<file path="config.mk">
export PLATFORM = sky130hd
export DESIGN_NAME = segxlate_unit
export DESIGN_NICKNAME = d
export VERILOG_FILES = /design/src/rtl/segxlate_pkg.sv /design/src/rtl/segxlate_table.sv /design/src/rtl/segxlate_rules.sv /design/src/rtl/segxlate_unit.sv
export SDC_FILE = /design/constraint.sdc
export NUM_CORES = 1
export LEC_CHECK = 0
export ABC_AREA = 0
export BUFFER_PORTS_ARGS = -buffer_cell sky130_fd_sc_hd__buf_2
export CAP_MARGIN = 10
export CORE_MARGIN = 5
export CORE_UTILIZATION = 30
export CTS_CLUSTER_DIAMETER = 150
export DETAILED_ROUTE_END_ITERATION = 8
export SYNTH_ARGS = -nofsm -noshare
export SYNTH_HDL_FRONTEND = slang
export SYNTH_SLANG_ARGS = --single-unit
export TNS_END_PERCENT = 100
</file>
<file path="constraint.sdc">
create_clock -name clk -period 6.2 [get_ports clk]
set_input_delay 0.31 -clock clk [delete_from_list [all_inputs] [get_ports clk]]
set_output_delay 0.31 -clock clk [all_outputs]
set_load 0.1 [all_outputs]
</file>
<file path="src/rtl/segxlate_pkg.sv">
package segxlate_pkg;
   typedef enum logic [2:0] {
      CAUSE_NONE    = 3'd0,
      CAUSE_LEN     = 3'd1,
      CAUSE_INVALID = 3'd2,
      CAUSE_LIMIT   = 3'd3,
      CAUSE_PERM    = 3'd4
   } cause_t;

   typedef enum logic [1:0] {
      ACC_READ  = 2'd0,
      ACC_WRITE = 2'd1,
      ACC_EXEC  = 2'd2,
      ACC_RSVD  = 2'd3
   } acc_t;

   localparam int PERM_W   = 3;
   localparam int PERM_RD  = 0;
   localparam int PERM_WR  = 1;
   localparam int PERM_EX  = 2;
endpackage

</file>
<file path="src/rtl/segxlate_table.sv">
module segxlate_table #(
   parameter int SEG_W = 3,
   parameter int PA_W  = 16,
   parameter int LIM_W = 13
) (
   input  logic                          clk,
   input  logic                          rst_n,
   input  logic                          wr_en,
   input  logic [SEG_W-1:0]              wr_idx,
   input  logic [PA_W-1:0]               wr_base,
   input  logic [LIM_W-1:0]              wr_limit,
   input  logic                          wr_valid,
   input  logic [segxlate_pkg::PERM_W-1:0] wr_perm,
   input  logic [SEG_W-1:0]              rd_idx,
   output logic [PA_W-1:0]               rd_base,
   output logic [LIM_W-1:0]              rd_limit,
   output logic                          rd_valid,
   output logic [segxlate_pkg::PERM_W-1:0] rd_perm,
   output logic [(1<<SEG_W)-1:0]         valid_vec
);
   localparam int NENT = 1 << SEG_W;

   logic [PA_W-1:0]                  base_a  [NENT];
   logic [LIM_W-1:0]                 limit_a [NENT];
   logic [segxlate_pkg::PERM_W-1:0]  perm_a  [NENT];

   for (genvar e = 0; e < NENT; e++) begin : g_ent
      always_ff @(posedge clk) begin
         if (!rst_n) begin
            base_a[e]    <= '0;
            limit_a[e]   <= '0;
            perm_a[e]    <= '0;
            valid_vec[e] <= 1'b0;
         end else if (wr_en && (wr_idx == SEG_W'(e))) begin
            base_a[e]    <= wr_base;
            limit_a[e]   <= wr_limit;
            perm_a[e]    <= wr_perm;
            valid_vec[e] <= wr_valid;
         end
      end
   end

   assign rd_base  = base_a[rd_idx];
   assign rd_limit = limit_a[rd_idx];
   assign rd_perm  = perm_a[rd_idx];
   assign rd_valid = valid_vec[rd_idx];
endmodule

</file>
<file path="src/rtl/segxlate_rules.sv">
module segxlate_rules #(
   parameter int SEG_W = 3,
   parameter int OFS_W = 12,
   parameter int LIM_W = 13
) (
   input  logic [SEG_W-1:0]                seg,
   input  logic [SEG_W:0]                  seg_count,
   input  logic                            ent_valid,
   input  logic [OFS_W-1:0]                ofs,
   input  logic [LIM_W-1:0]                limit,
   input  logic [segxlate_pkg::PERM_W-1:0] perm,
   input  logic [1:0]                      kind,
   output segxlate_pkg::cause_t            cause
);
   import segxlate_pkg::*;

   logic priv_ok;

   always_comb begin
      case (acc_t'(kind))
         ACC_READ:  priv_ok = perm[PERM_RD];
         ACC_WRITE: priv_ok = perm[PERM_WR];
         ACC_EXEC:  priv_ok = perm[PERM_EX];
         default:   priv_ok = 1'b0;
      endcase
   end

   always_comb begin
      if ({1'b0, seg} >= seg_count)
         cause = CAUSE_LEN;
      else if (!ent_valid)
         cause = CAUSE_INVALID;
      else if (LIM_W'(ofs) >= limit)
         cause = CAUSE_LIMIT;
      else if (!priv_ok)
         cause = CAUSE_PERM;
      else
         cause = CAUSE_NONE;
   end
endmodule

</file>
<file path="src/rtl/segxlate_unit.sv">
module segxlate_unit #(
   parameter int SEG_W = 3,
   parameter int OFS_W = 12,
   parameter int PA_W  = 16
) (
   input  logic                 clk,
   input  logic                 rst_n,
   input  logic                 cfg_we,
   input  logic [SEG_W-1:0]     cfg_idx,
   input  logic [PA_W-1:0]      cfg_base,
   input  logic [OFS_W:0]       cfg_limit,
   input  logic                 cfg_valid,
   input  logic [2:0]           cfg_perm,
   input  logic                 len_we,
   input  logic [SEG_W:0]       len_val,
   input  logic                 req_valid,
   input  logic [SEG_W-1:0]     req_seg,
   input  logic [OFS_W-1:0]     req_ofs,
   input  logic [1:0]           req_kind,
   output logic                 rsp_valid,
   output logic                 rsp_trap,
   output logic [2:0]           rsp_cause,
   output logic [PA_W-1:0]      rsp_addr
);
   import segxlate_pkg::*;

   localparam int LIM_W = OFS_W + 1;
   localparam int NENT  = 1 << SEG_W;

   if (SEG_W < 1 || SEG_W > 8) begin : g_bad_seg
      $error("segxlate_unit: SEG_W out of range");
   end
   if (PA_W < OFS_W) begin : g_bad_pa
      $error("segxlate_unit: PA_W narrower than OFS_W");
   end

   logic [SEG_W:0]      len_q;
   logic                vld_q;
   logic [SEG_W-1:0]    seg_q;
   logic [OFS_W-1:0]    ofs_q;
   logic [1:0]          kind_q;

   always_ff @(posedge clk) begin
      if (!rst_n) begin
         len_q  <= '0;
         vld_q  <= 1'b0;
         seg_q  <= '0;
         ofs_q  <= '0;
         kind_q <= '0;
      end else begin
         if (len_we) len_q <= len_val;
         vld_q <= req_valid;
         if (req_valid) begin
            seg_q  <= req_seg;
            ofs_q  <= req_ofs;
            kind_q <= req_kind;
         end
      end
   end

   logic [PA_W-1:0]   ent_base;
   logic [LIM_W-1:0]  ent_limit;
   logic              ent_valid;
   logic [PERM_W-1:0] ent_perm;
   logic [NENT-1:0]   valid_vec;

   segxlate_table #(.SEG_W(SEG_W), .PA_W(PA_W), .LIM_W(LIM_W)) u_table (
      .clk       (clk),
      .rst_n     (rst_n),
      .wr_en     (cfg_we),
      .wr_idx    (cfg_idx),
      .wr_base   (cfg_base),
      .wr_limit  (cfg_limit),
      .wr_valid  (cfg_valid),
      .wr_perm   (cfg_perm),
      .rd_idx    (seg_q),
      .rd_base   (ent_base),
      .rd_limit  (ent_limit),
      .rd_valid  (ent_valid),
      .rd_perm   (ent_perm),
      .valid_vec (valid_vec)
   );

   cause_t cause;

   segxlate_rules #(.SEG_W(SEG_W), .OFS_W(OFS_W), .LIM_W(LIM_W)) u_rules (
      .seg       (seg_q),
      .seg_count (len_q),
      .ent_valid (ent_valid),
      .ofs       (ofs_q),
      .limit     (ent_limit),
      .perm      (ent_perm),
      .kind      (kind_q),
      .cause     (cause)
   );

   logic [PA_W-1:0] sum;
   assign sum = ent_base + PA_W'(ofs_q);

   always_comb begin
      rsp_valid = vld_q;
      rsp_trap  = vld_q && (cause != CAUSE_NONE);
      rsp_cause = vld_q ? cause : CAUSE_NONE;
      rsp_addr  = (vld_q && cause == CAUSE_NONE) ? sum : '0;
   end
endmodule

</file>
==> metrics.md, run 1 <==
| Metric | Value |
|---|---|
| Fin Clk Skew | 0.001637 ns |
| CORE AREA | 45380 um^2 |
| Netlist cell types | 52 |
| Post-synthesis average cell area | 14.32 um^2 |
| P_leak | 0.005751 uW |
| Num CTS Buffers | 34 |
| Class of the worst hold path | in2reg |
| Final core area utilization | 35.39% |
| CP required | 5.89 ns |
| Metal3 WL | 2.842 mm |
| Clock sinks | 289 |
| CTS tree | built |
| First-pass GRT wire length | 54.48 mm |
| FP Rows | 78 |
| Worst-path fanout max | 37 |
| Hold Path Cell Cnt | 3 |
| Clk slew on worst S/H paths | 0.06 ns |
| Clock buffer depth | 3 |
| Mapped cell area | 13760 um^2 |
| Status | completed |
| DP Worst Slack | 1.664 ns |
| Synth warn | 0 |
| Layout cell share with drive strength beyond 1 | 22.54% |
| Vias in the first global route | 8456 |
| Synth async-reset ratio | 0% |
| CP bufs+invs | 2 |
| Area growth from synthesis to layout | 16.71% |
| Starting density of the core | 30.32% |
| Crit-path cells | buf_4 -> mux4_2 -> mux2_2 -> ha_1 -> a21oi_1 -> o211ai_1 -> a31oi_1 -> a21oi_1 -> mux2_2 -> a21oi_1 -> buf_2 |
| Worst reg2reg path depth | 2 |
| Post_cts resized | 0 |
| Family with the most delay on the worst path | multiplexers |
| Slew HR | 26.27% |
| Syn Inst Count | 961 |
| Crit end category | primary output |
| Area share of the largest cell type after synthesis | 55.87% |
| Critical path startpoint category | flip-flop |
| WP depth | 11 |
| Worst path max stage delay | 0.81 ns |
| Metal-1 WL | 16.36 mm |
| Drt wl/cell | 21.72 um |
| Worst setup margin | 1.164 ns |
| Final Cycle Share | 81.23% |
| Critical Path Slowest Stage Cell | dfxtp_4 |
| H-tree levels | 2 |
| Worst-Skew Late Latency | 0.50 ns |
| Worst Tran Pin Value | 1.103 ns |
| Setup violators final | 0 |
| Total gr overflow | 0 |
| Wire length on met2 | 16.29 mm |
| Crit Path Class | reg2out |
| Io pins | 83 |
| Yosys reg bits | 289 |
| WP data arrival | 4.73 ns |
| Syn Nets | 1051 |
| Vias per cell | 4.902 |
| Post-route cell area | 16060 um^2 |
| Post-DP HPWL | 22.11 mm |
| PwrDens | 294.9 nW/um^2 |
| Worst IR Drop VDD | 0.1774 mV |
| Final ANT Viol Nets | 0 |
| Max-cap violations | 0 |
| Cts hold-fix bufs | 0 |
| Initial antenna violation count | 14 |
| Fin crit period | 5.036 ns |
| Die Y | 224.2 um |
| Top cells by area, synth | edfxtp_1 (56%), and2_1 (12%), mux4_2 (9.5%) |
| Seq/Total Area, Yosys | 60.67% |
| Largest net degree at the start of global routing | 46 |
| F_max | 0.1986 GHz |
| Most common flop cell mapped by yosys | edfxtp_1 |
| Fin. Hold Viols | 0 |
| Unrepaired setup endpoints after global routing | no |
| Post-CTS Setup Inserts | 0 |
| Fin. max-slew vios | 0 |
| CP most frequent cell | a21oi_1 |
| Cell accounting for the most synthesized area | edfxtp_1 |
| I/O Buffers | 82 |
| Max Used Layer | met5 |
| Nets | 1131 |
| Die extent in x | 224.2 um |
| Drt drc | 0 |
| Total Wirelength | 36.30 mm |
| Setup Total Neg Slack | 0 ns |
| Gr usage total | 14.27% |
| DRT iter0 DRCs | 798 |
| Routed via count | 8192 |
| Pre-antenna DRT Iters | 5 |
| Clock Tree Root | clkbuf_16 |
| GP Congestion | 0.8051 |
| Post-synth EDFFs | 256 |
| Cell Area, Placed | 14970 um^2 |
| Die footprint | 50250 um^2 |
==> metal layers <==
layer,track usage (%),vias up
li1,-,3699
met1,20.25,4152
met2,21.92,266
met3,3.826,57
met4,3.478,18
met5,0,-
==> flip-flops by register name, indices dropped and copies added (netlist names), named ones only <==
| signal | flops |
|---|---|
| u_table.limit_a | 104 |
| len_q | 4 |
| u_table.valid_vec | 8 |
| ofs_q | 12 |
| seg_q | 3 |
| rsp_valid | 1 |
| u_table.perm_a | 24 |
| kind_q | 2 |
| u_table.base_a | 128 |
==> Yosys cell counts, types with 8 or more instances <==
| library cell | count |
|---|---|
| mux4_2 | 58 |
| and2_1 | 259 |
| mux2i_1 | 48 |
| o21ai_0 | 23 |
| inv_1 | 22 |
| ha_1 | 27 |
| buf_2 | 8 |
| nand3_1 | 9 |
| nand2_1 | 16 |
| clkbuf_1 | 37 |
| nor2_1 | 28 |
| a21oi_1 | 19 |
| mux2_2 | 15 |
| dfxtp_1 | 33 |
| nor2b_1 | 26 |
| edfxtp_1 | 256 |
==> power by group <==
part           total [uW]  internal, uW  switching [uW]
sequential           2300          2240            61.4
clock                1940          1170             772
combinational         491           204             287
total                4740          3610            1120
==> final cells by class <==
class / count / area, um^2
antenna: 6 / 15.01
clock buffer: 45 / 913.4
clock inverter: 15 / 162.7
fill: 4342 / 29320
inverter: 22 / 82.58
multi-input combinational: 599 / 5258
sequential: 289 / 8357
tap: 600 / 750.7
timing repair buffer: 95 / 520.5
==> path summary, 6_finish.rpt <==
kind                             start                    to  slack, ns
setup / recovery             flip-flop          rsp_addr[13]       1.16
hold / removal              req_ofs[7]              ofs_q[7]       0.08
setup reg to reg              seg_q[0]             flip-flop       5.39
hold reg to reg   u_table.valid_vec[6]  u_table.valid_vec[6]       0.47
==> worst min-delay path, stage by stage <==
cell and delay [ns]:
buf_2 0.07, mux2i_1 0.05, nor2b_1 0.10
==> layout by cell type (no fill, tap or decap), drive strengths merged, types with 16 or more instances in the layout <==
cell type and count:
and2 260, edfxtp 256, buf 95, mux4 60, mux2i 48, clkbuf 45, dfxtp 33, nor2 29
ha 27, nor2b 26, inv 25, o21ai 23, a21oi 19, nand2 16
==> logic make-up (layout without fill, tap and decap cells) <==
| group | Yosys count | count (layout) | share of synthesized area (%) |
|---|---|---|---|
| fa+ha+maj | 28 | 28 | 2.601 |
| flops | 289 | 289 | 60.67 |
| xor+xnor | 12 | 12 | 0.7638 |
| mux | 123 | 123 | 14.59 |
| other cells | 0 | 6 | 0 |
| buf+inv | 73 | 177 | 2.173 |
| simple gates | 360 | 360 | 15.60 |
| compound gates | 76 | 76 | 3.601 |
==> through the flow <==
step | hold WS [ns] | total power (uW) | instances
finish | 0.07606 | 4736 | 1671
global placement | 0.4505 | 2828 | 1605
global route | 0.07419 | 4906 | 1666
CTS | 0.06175 | 4773 | 1665
detailed placement | 0.4650 | 2838 | 1605
floorplan | 0.4402 | 2650 | 961
(Power assumes the default switching activity.)
==> run 2: changes to the inputs <==
- clock period: 6.2 -> 4.17 ns (I/O delays scaled with it)
==> metrics.md, run 2 (synthesized netlist as in run 1, its figures left out) <==
| Metric | Value |
|---|---|
| CP required | 3.96 ns (was 5.89 ns) |
| Die footprint | 50250 um^2 (unchanged) |
| Fin Clk Skew | 0.0007727 ns (was 0.001637 ns) |
| Family with the most delay on the worst path | compound AO/OA/AOI/OAI gates (was multiplexers) |
| Critical path startpoint category | flip-flop (unchanged) |
| Int Power | 5187 uW (was 3614 uW) |
| Drt wl/cell | 21.94 um (was 21.72 um) |
| Unrepaired setup endpoints after global routing | yes (was no) |
| Worst path max stage delay | 0.50 ns (was 0.81 ns) |
| P_leak | 0.006108 uW (was 0.005751 uW) |
| Area growth from synthesis to layout | 24.43% (was 16.71%) |
| Critical Path Slowest Stage Cell | mux4_2 (was dfxtp_4) |
| Gate power share | 13.1% (was 10.4%) |
| Flop2flop setup slack | 3.00 ns (was 5.39 ns) |
| Setup violators final | 0 (unchanged) |
| Nets | 1197 (was 1131) |
| PwrDens | 401.1 nW/um^2 (was 294.9 nW/um^2) |
| Vias in the first global route | 8697 (was 8456) |
| Setup Total Neg Slack | 0 ns (unchanged) |
| First-pass GRT wire length | 55.70 mm (was 54.48 mm) |
| CORE AREA | 45380 um^2 (unchanged) |
| Highest-count cells in the layout ignoring fill and taps | and2_1 (259), edfxtp_1 (256), buf_2 (63), mux4_2 (58), mux2i_1 (43) (was and2_1 (259), edfxtp_1 (256), buf_2 (82), mux4_2 (58), mux2i_1 (48)) |
| Cell Area, Placed | 15480 um^2 (was 14970 um^2) |
| Total gr overflow | 0 (unchanged) |
| Fin. Hold Viols | 0 (unchanged) |
| Net Switching | 1680 uW (was 1121 uW) |
| Largest net degree at the start of global routing | 34 (was 46) |
| GP Congestion | 0.8020 (was 0.8051) |
| Clk pwr share | 37.3% (was 41.0%) |
| Clock Tree Root | clkbuf_16 (unchanged) |
| Vias per cell | 4.839 (was 4.902) |
| Fin. max-slew vios | 0 (unchanged) |
| Routed via count | 8367 (was 8192) |
| CTS tree | built (unchanged) |
| Final ANT Viol Nets | 0 (unchanged) |
| F_max | 0.2401 GHz |
| I/O Buffers | 82 (unchanged) |
| Sequential share of power | 49.6% (was 48.7%) |
| Class of the worst hold path | in2reg (unchanged) |
| Starting density of the core | 30.32% (unchanged) |
| Die extent in x | 224.2 um (unchanged) |
| Initial antenna violation count | 7 (was 14) |
| Post-route cell area | 17120 um^2 (was 16060 um^2) |
| WP data arrival | 3.96 ns (was 4.73 ns) |
| H-tree levels | 1 (was 2) |
| Pre-antenna DRT Iters | 5 (unchanged) |
| Io pins | 83 (unchanged) |
| Worst IR Drop VDD | 0.3168 mV (was 0.1774 mV) |
| Largest Register | u_table.base_a (unchanged) |
| Clock buffer depth | 3 (unchanged) |
| Max reg flops | 128 (unchanged) |
| Worst-Skew Late Latency | 0.57 ns (was 0.50 ns) |
| Switching Share | 24.46% (was 23.67%) |
| Crit-path cells | buf_4 -> buf_4 -> mux4_2 -> mux2i_2 -> ha_1 -> a211oi_2 -> nor2_1 -> or4_4 -> o22ai_4 -> o2111ai_4 -> buf_12 -> a21oi_4 -> buf_12 (was buf_4 -> mux4_2 -> mux2_2 -> ha_1 -> a21oi_1 -> o211ai_1 -> a31oi_1 -> a21oi_1 -> mux2_2 -> a21oi_1 -> buf_2) |
| Final Cycle Share | 99.88% |
| Clock sinks | 289 (unchanged) |
| Num CTS Buffers | 31 (was 34) |
| Worst Tran Pin Value | 1.088 ns (was 1.103 ns) |
| Fin crit period | 4.165 ns |
| Gr usage total | 14.71% (was 14.27%) |
| Top flop regs | u_table.base_a: 128 flops, u_table.limit_a: 104 flops, u_table.perm_a: 24 flops (unchanged) |
| Layout cell share with drive strength beyond 1 | 27.42% (was 22.54%) |
| Drt drc | 0 (unchanged) |
| Post-DP HPWL | 22.93 mm (was 22.11 mm) |
| FP Rows | 78 (unchanged) |
| Total Wirelength | 37.93 mm (was 36.30 mm) |
| Crit end category | primary output (unchanged) |
| DRT iter0 DRCs | 766 (was 798) |
| Crit Path Class | reg2out (unchanged) |
| Max-cap violations | 0 (unchanged) |
| Commonest non-fill, non-tap cell in the layout | and2_1 (unchanged) |
| Status | completed (unchanged) |
| Die Y | 224.2 um (unchanged) |
| CP bufs+invs | 4 (was 2) |
| Slew HR | 27.28% (was 26.27%) |
| Worst-path fanout max | 8 (was 37) |
| Clk slew on worst S/H paths | 0.06 ns (about the same) |
run 2: cell types whose count changed in the layout (fill, tap and decap cells not counted), moves of 6 or more:
cell,delta
dlygate4sd3_1,+33
buf_4,+27
buf_12,+22
buf_2,-19
nor2_1,-14
nor2_4,+9
a21oi_1,-6
run 2: layout make-up:
| class | instances | area, um^2 |
|---|---|---|
| diodes | 2 | 5.005 |
| well taps | 600 | 750.7 |
| fillers | 4223 | 28260 |
| inverters | 22 | 82.58 |
| clock buffers | 38 | 802.0 |
| clock inverters | 15 | 123.9 |
| repair buffers | 164 | 1496 |
| flip-flops and latches | 289 | 8359 |
| multi-input cells | 599 | 5500 |
run 2: layer usage:
| metal | part of all wire (%) | global-route usage (%) | vias to the layer above |
|---|---|---|---|
| li1 | - | - | 3833 |
| met1 | 45 | 21.37 | 4221 |
| met2 | 46 | 23.09 | 258 |
| met3 | 7.1 | 2.948 | 45 |
| met4 | 1.4 | 2.984 | 10 |
| met5 | 0.16 | 0 | - |
run 2: final timing paths:
check                                           from                   end  cells after the start
worst min register to register  u_table.valid_vec[5]  u_table.valid_vec[5]                      2
worst max-delay path                       flip-flop          rsp_addr[10]                     13
worst min-delay path                     cfg_base[0]  u_table.base_a[2][0]                      2
worst max register to register              len_q[3]              len_q[3]                      3
run 2: power groups by stage:
stage	sequential [uW]	clock [uW]	combinational [uW]
6_report	3400	2560	898
4_1_cts	3410	2600	870
3_5_place_dp	3480	0	789
3_3_place_gp	3470	0	784
2_1_floorplan	3440	0	528
5_1_grt	3420	2730	972
run 2: through the flow:
stage | setup slack, ns | utilization (%) | cells | power [uW] | hold WS, ns
2_1_floorplan | 0.01060 | - | 961 | 3971 | 0.3779
6_report | 0.005013 | 37.73 | 1729 | 6867 | 0.01621
5_1_grt | -0.1606 | 37.72 | 1728 | 7118 | 0.01996
3_3_place_gp | 0.1945 | 34.11 | 1624 | 4256 | 0.4529
4_1_cts | 0.002658 | 37.38 | 1724 | 6880 | 0.002701
3_5_place_dp | 0.2050 | 34.11 | 1624 | 4270 | 0.4603
run 2: timing repair:
item | 4_1_cts | 5_1_grt
endpoints found under the setup margin | 19 | 19
setup buffers | 14 | 3
hold buffers | 33 | 0
endpoints found under the hold margin | 64 | 0
pin swaps | 1 | 12
gates resized for setup | 11 | 26
cloned | 0 | 1
run 2: worst reg2reg max path, cell delays in order (launching register included):
cell           delay, ns
dfxtp_1             0.32
mux2i_1             0.13
dlygate4sd3_1       0.57
nor2b_1             0.04
==> run 3: changes to the inputs <==
- PLACE_DENSITY: default -> 0.5
- SKIP_CTS_REPAIR_TIMING: default -> 1
- clock period: 4.17 -> 4.95 ns (I/O delays scaled with it)
==> metrics.md, run 3 (synthesized netlist as in run 1, its figures left out) <==
| Metric | Value |
|---|---|
| FP Rows | 78 (unchanged) |
| Final ANT Viol Nets | 0 (unchanged) |
| Starting density of the core | 30.32% (unchanged) |
| DRT iter0 DRCs | 594 (was 766) |
| Worst-Skew Late Latency | 0.51 ns (was 0.57 ns) |
| F_max | 0.2181 GHz |
| Total Wirelength | 38.45 mm (was 37.93 mm) |
| Worst Tran Pin Value | 1.016 ns (was 1.088 ns) |
| Fin Clk Skew | 0.0002027 ns (was 0.0007727 ns) |
| Layout cell share with drive strength beyond 1 | 24.07% (was 27.42%) |
| Drt drc | 0 (unchanged) |
| Class of the worst hold path | in2reg (unchanged) |
| PwrDens | 366.8 nW/um^2 (was 401.1 nW/um^2) |
| H-tree levels | 2 (was 1) |
| Io pins | 83 (unchanged) |
| Die Y | 224.2 um (unchanged) |
| Initial antenna violation count | 6 (was 7) |
| Critical Path Slowest Stage Cell | dfxtp_4 (was mux4_2) |
| WP data arrival | 4.34 ns (was 3.96 ns) |
| CP required | 4.70 ns (was 3.96 ns) |
| Violated checks | negative hold slack |
| Clk slew on worst S/H paths | 0.06 ns (about the same) |
| Clock sinks | 289 (unchanged) |
| Final core area utilization | 35.59% (was 37.73%) |
| CORE AREA | 45380 um^2 (unchanged) |
| Worst path max stage delay | 0.62 ns (was 0.50 ns) |
| Crit end category | primary output (unchanged) |
| Nets | 1146 (was 1197) |
| Area growth from synthesis to layout | 17.39% (was 24.43%) |
| Vias in the first global route | 8686 (was 8697) |
| Post-DP HPWL | 22.40 mm (was 22.93 mm) |
| Crit Path Class | reg2out (unchanged) |
| Fillers | 4348 (was 4223) |
| P_leak | 0.005814 uW (was 0.006108 uW) |
| Max-cap violations | 0 (unchanged) |
| Fin crit period | 4.586 ns |
| Worst-path fanout max | 25 (was 8) |
| Routed via count | 8042 (was 8367) |
| Clock Tree Root | clkbuf_16 (unchanged) |
| Pre-antenna DRT Iters | 4 (was 5) |
| First-pass GRT wire length | 56.92 mm (was 55.70 mm) |
| Highest-count cells in the layout ignoring fill and taps | and2_1 (259), edfxtp_1 (256), buf_2 (79), mux4_2 (58), mux2i_1 (48) (was and2_1 (259), edfxtp_1 (256), buf_2 (63), mux4_2 (58), mux2i_1 (43)) |
| Fin. max-slew vios | 0 (unchanged) |
| CP bufs+invs | 2 (was 4) |
| Max reg flops | 128 (unchanged) |
| Largest Register | u_table.base_a (unchanged) |
| Clock buffer depth | 3 (unchanged) |
| Family with the most delay on the worst path | compound AO/OA/AOI/OAI gates (unchanged) |
| Unrepaired setup endpoints after global routing | no (was yes) |
| Fin. Hold Viols | 2 (was 0) |
| Die extent in x | 224.2 um (unchanged) |
| I/O Buffers | 82 (unchanged) |
| DP Worst Slack | 0.7045 ns (was 0.2050 ns) |
| Die footprint | 50250 um^2 (unchanged) |
| Commonest non-fill, non-tap cell in the layout | and2_1 (unchanged) |
| GP Congestion | 0.7736 (was 0.8020) |
| CTS tree | built (unchanged) |
| Worst hold margin | -0.001969 ns (was 0.01621 ns) |
| Worst IR Drop VDD | 0.1860 mV (was 0.3168 mV) |
| Setup violators final | 0 (unchanged) |
| Drt wl/cell | 22.86 um (was 21.94 um) |
| Largest net degree at the start of global routing | 34 (unchanged) |
| Total gr overflow | 0 (unchanged) |
| Status | finished with violations (was completed) |
| Num CTS Buffers | 35 (was 31) |
| Critical path startpoint category | flip-flop (unchanged) |
| Gr usage total | 15.13% (was 14.71%) |
| Vias per cell | 4.781 (was 4.839) |
| Slew HR | 32.00% (was 27.28%) |
| Worst setup margin | 0.3643 ns (was 0.005013 ns) |
| Crit-path cells | buf_4 -> mux4_2 -> mux2_2 -> ha_1 -> a21oi_1 -> o211ai_1 -> a31oi_1 -> a221oi_1 -> xor2_1 -> nor2_1 -> buf_2 (was buf_4 -> buf_4 -> mux4_2 -> mux2i_2 -> ha_1 -> a211oi_2 -> nor2_1 -> or4_4 -> o22ai_4 -> o2111ai_4 -> buf_12 -> a21oi_4 -> buf_12) |
| Top flop regs | u_table.base_a: 128 flops, u_table.limit_a: 104 flops, u_table.perm_a: 24 flops (unchanged) |
| Final Cycle Share | 92.64% |
[run 3: cell types whose count changed in the layout (fill, tap and decap cells not counted), moves of 11 or more]
cell           previous run  this run
dlygate4sd3_1            33         2
nor2_4                   16         0
buf_12                   23         2
buf_2                    63        79
buf_4                    39        22
nor2_2                    7        18
[run 3: layout make-up]
type	count	area [um^2]	share of cell area [%]
Sequential cell	289	8357	51.74
Multi-Input combinational cell	599	5245	32.47
Clock buffer	42	902.1	5.585
Tap cell	600	750.7	4.648
Timing Repair Buffer	109	658.1	4.075
Clock inverter	19	151.4	0.9373
Inverter	22	82.58	0.5113
Antenna cell	2	5.005	0.03099
[run 3: power breakdown]
group          switching (uW)  internal (uW)
sequential               68.3           2810
combinational             381            262
clock                     999           1410
[run 3: per-stage QoR]
step,std cells,TNS [ns],total power [uW],instance area [um^2],hold slack (ns)
finish,1682,0,5925,16150,-0.001969
floorplan,961,-0.4767,3323,13780,0.4169
global route,1680,0,6158,16150,0.0005238
CTS,1677,0,5996,16100,-0.02198
detailed placement,1616,0,3578,15050,0.4604
global placement,1616,0,3572,15050,0.4496
[run 3: worst paths after layout]
path	startpoint	end	slack (ns)	cells after the start
worst min register to register	u_table.valid_vec[0]	u_table.valid_vec[0]	0.47	2
worst max register to register	ofs_q[8]	ofs_q[8]	4.13	2
worst max-delay path	flip-flop	rsp_addr[15]	0.36	11
worst min-delay path	req_ofs[9]	ofs_q[9]	-0.002	3
[run 3: worst min-delay path, delay by kind of cell]
kind                   cells  cell delay (ns)
buffers and inverters      1             0.08
and+or+nand+nor            1             0.09
muxes                      1             0.06
[run 3: routing by layer]
layer | GRT usage (%) | up-vias | routed length (um)
li1 | - | 3727 | -
met1 | 22.18 | 4034 | 18470
met3 | 2.896 | 58 | 2343
met2 | 23.41 | 219 | 16800
met4 | 3.478 | 4 | 804
met5 | 0 | - | 27
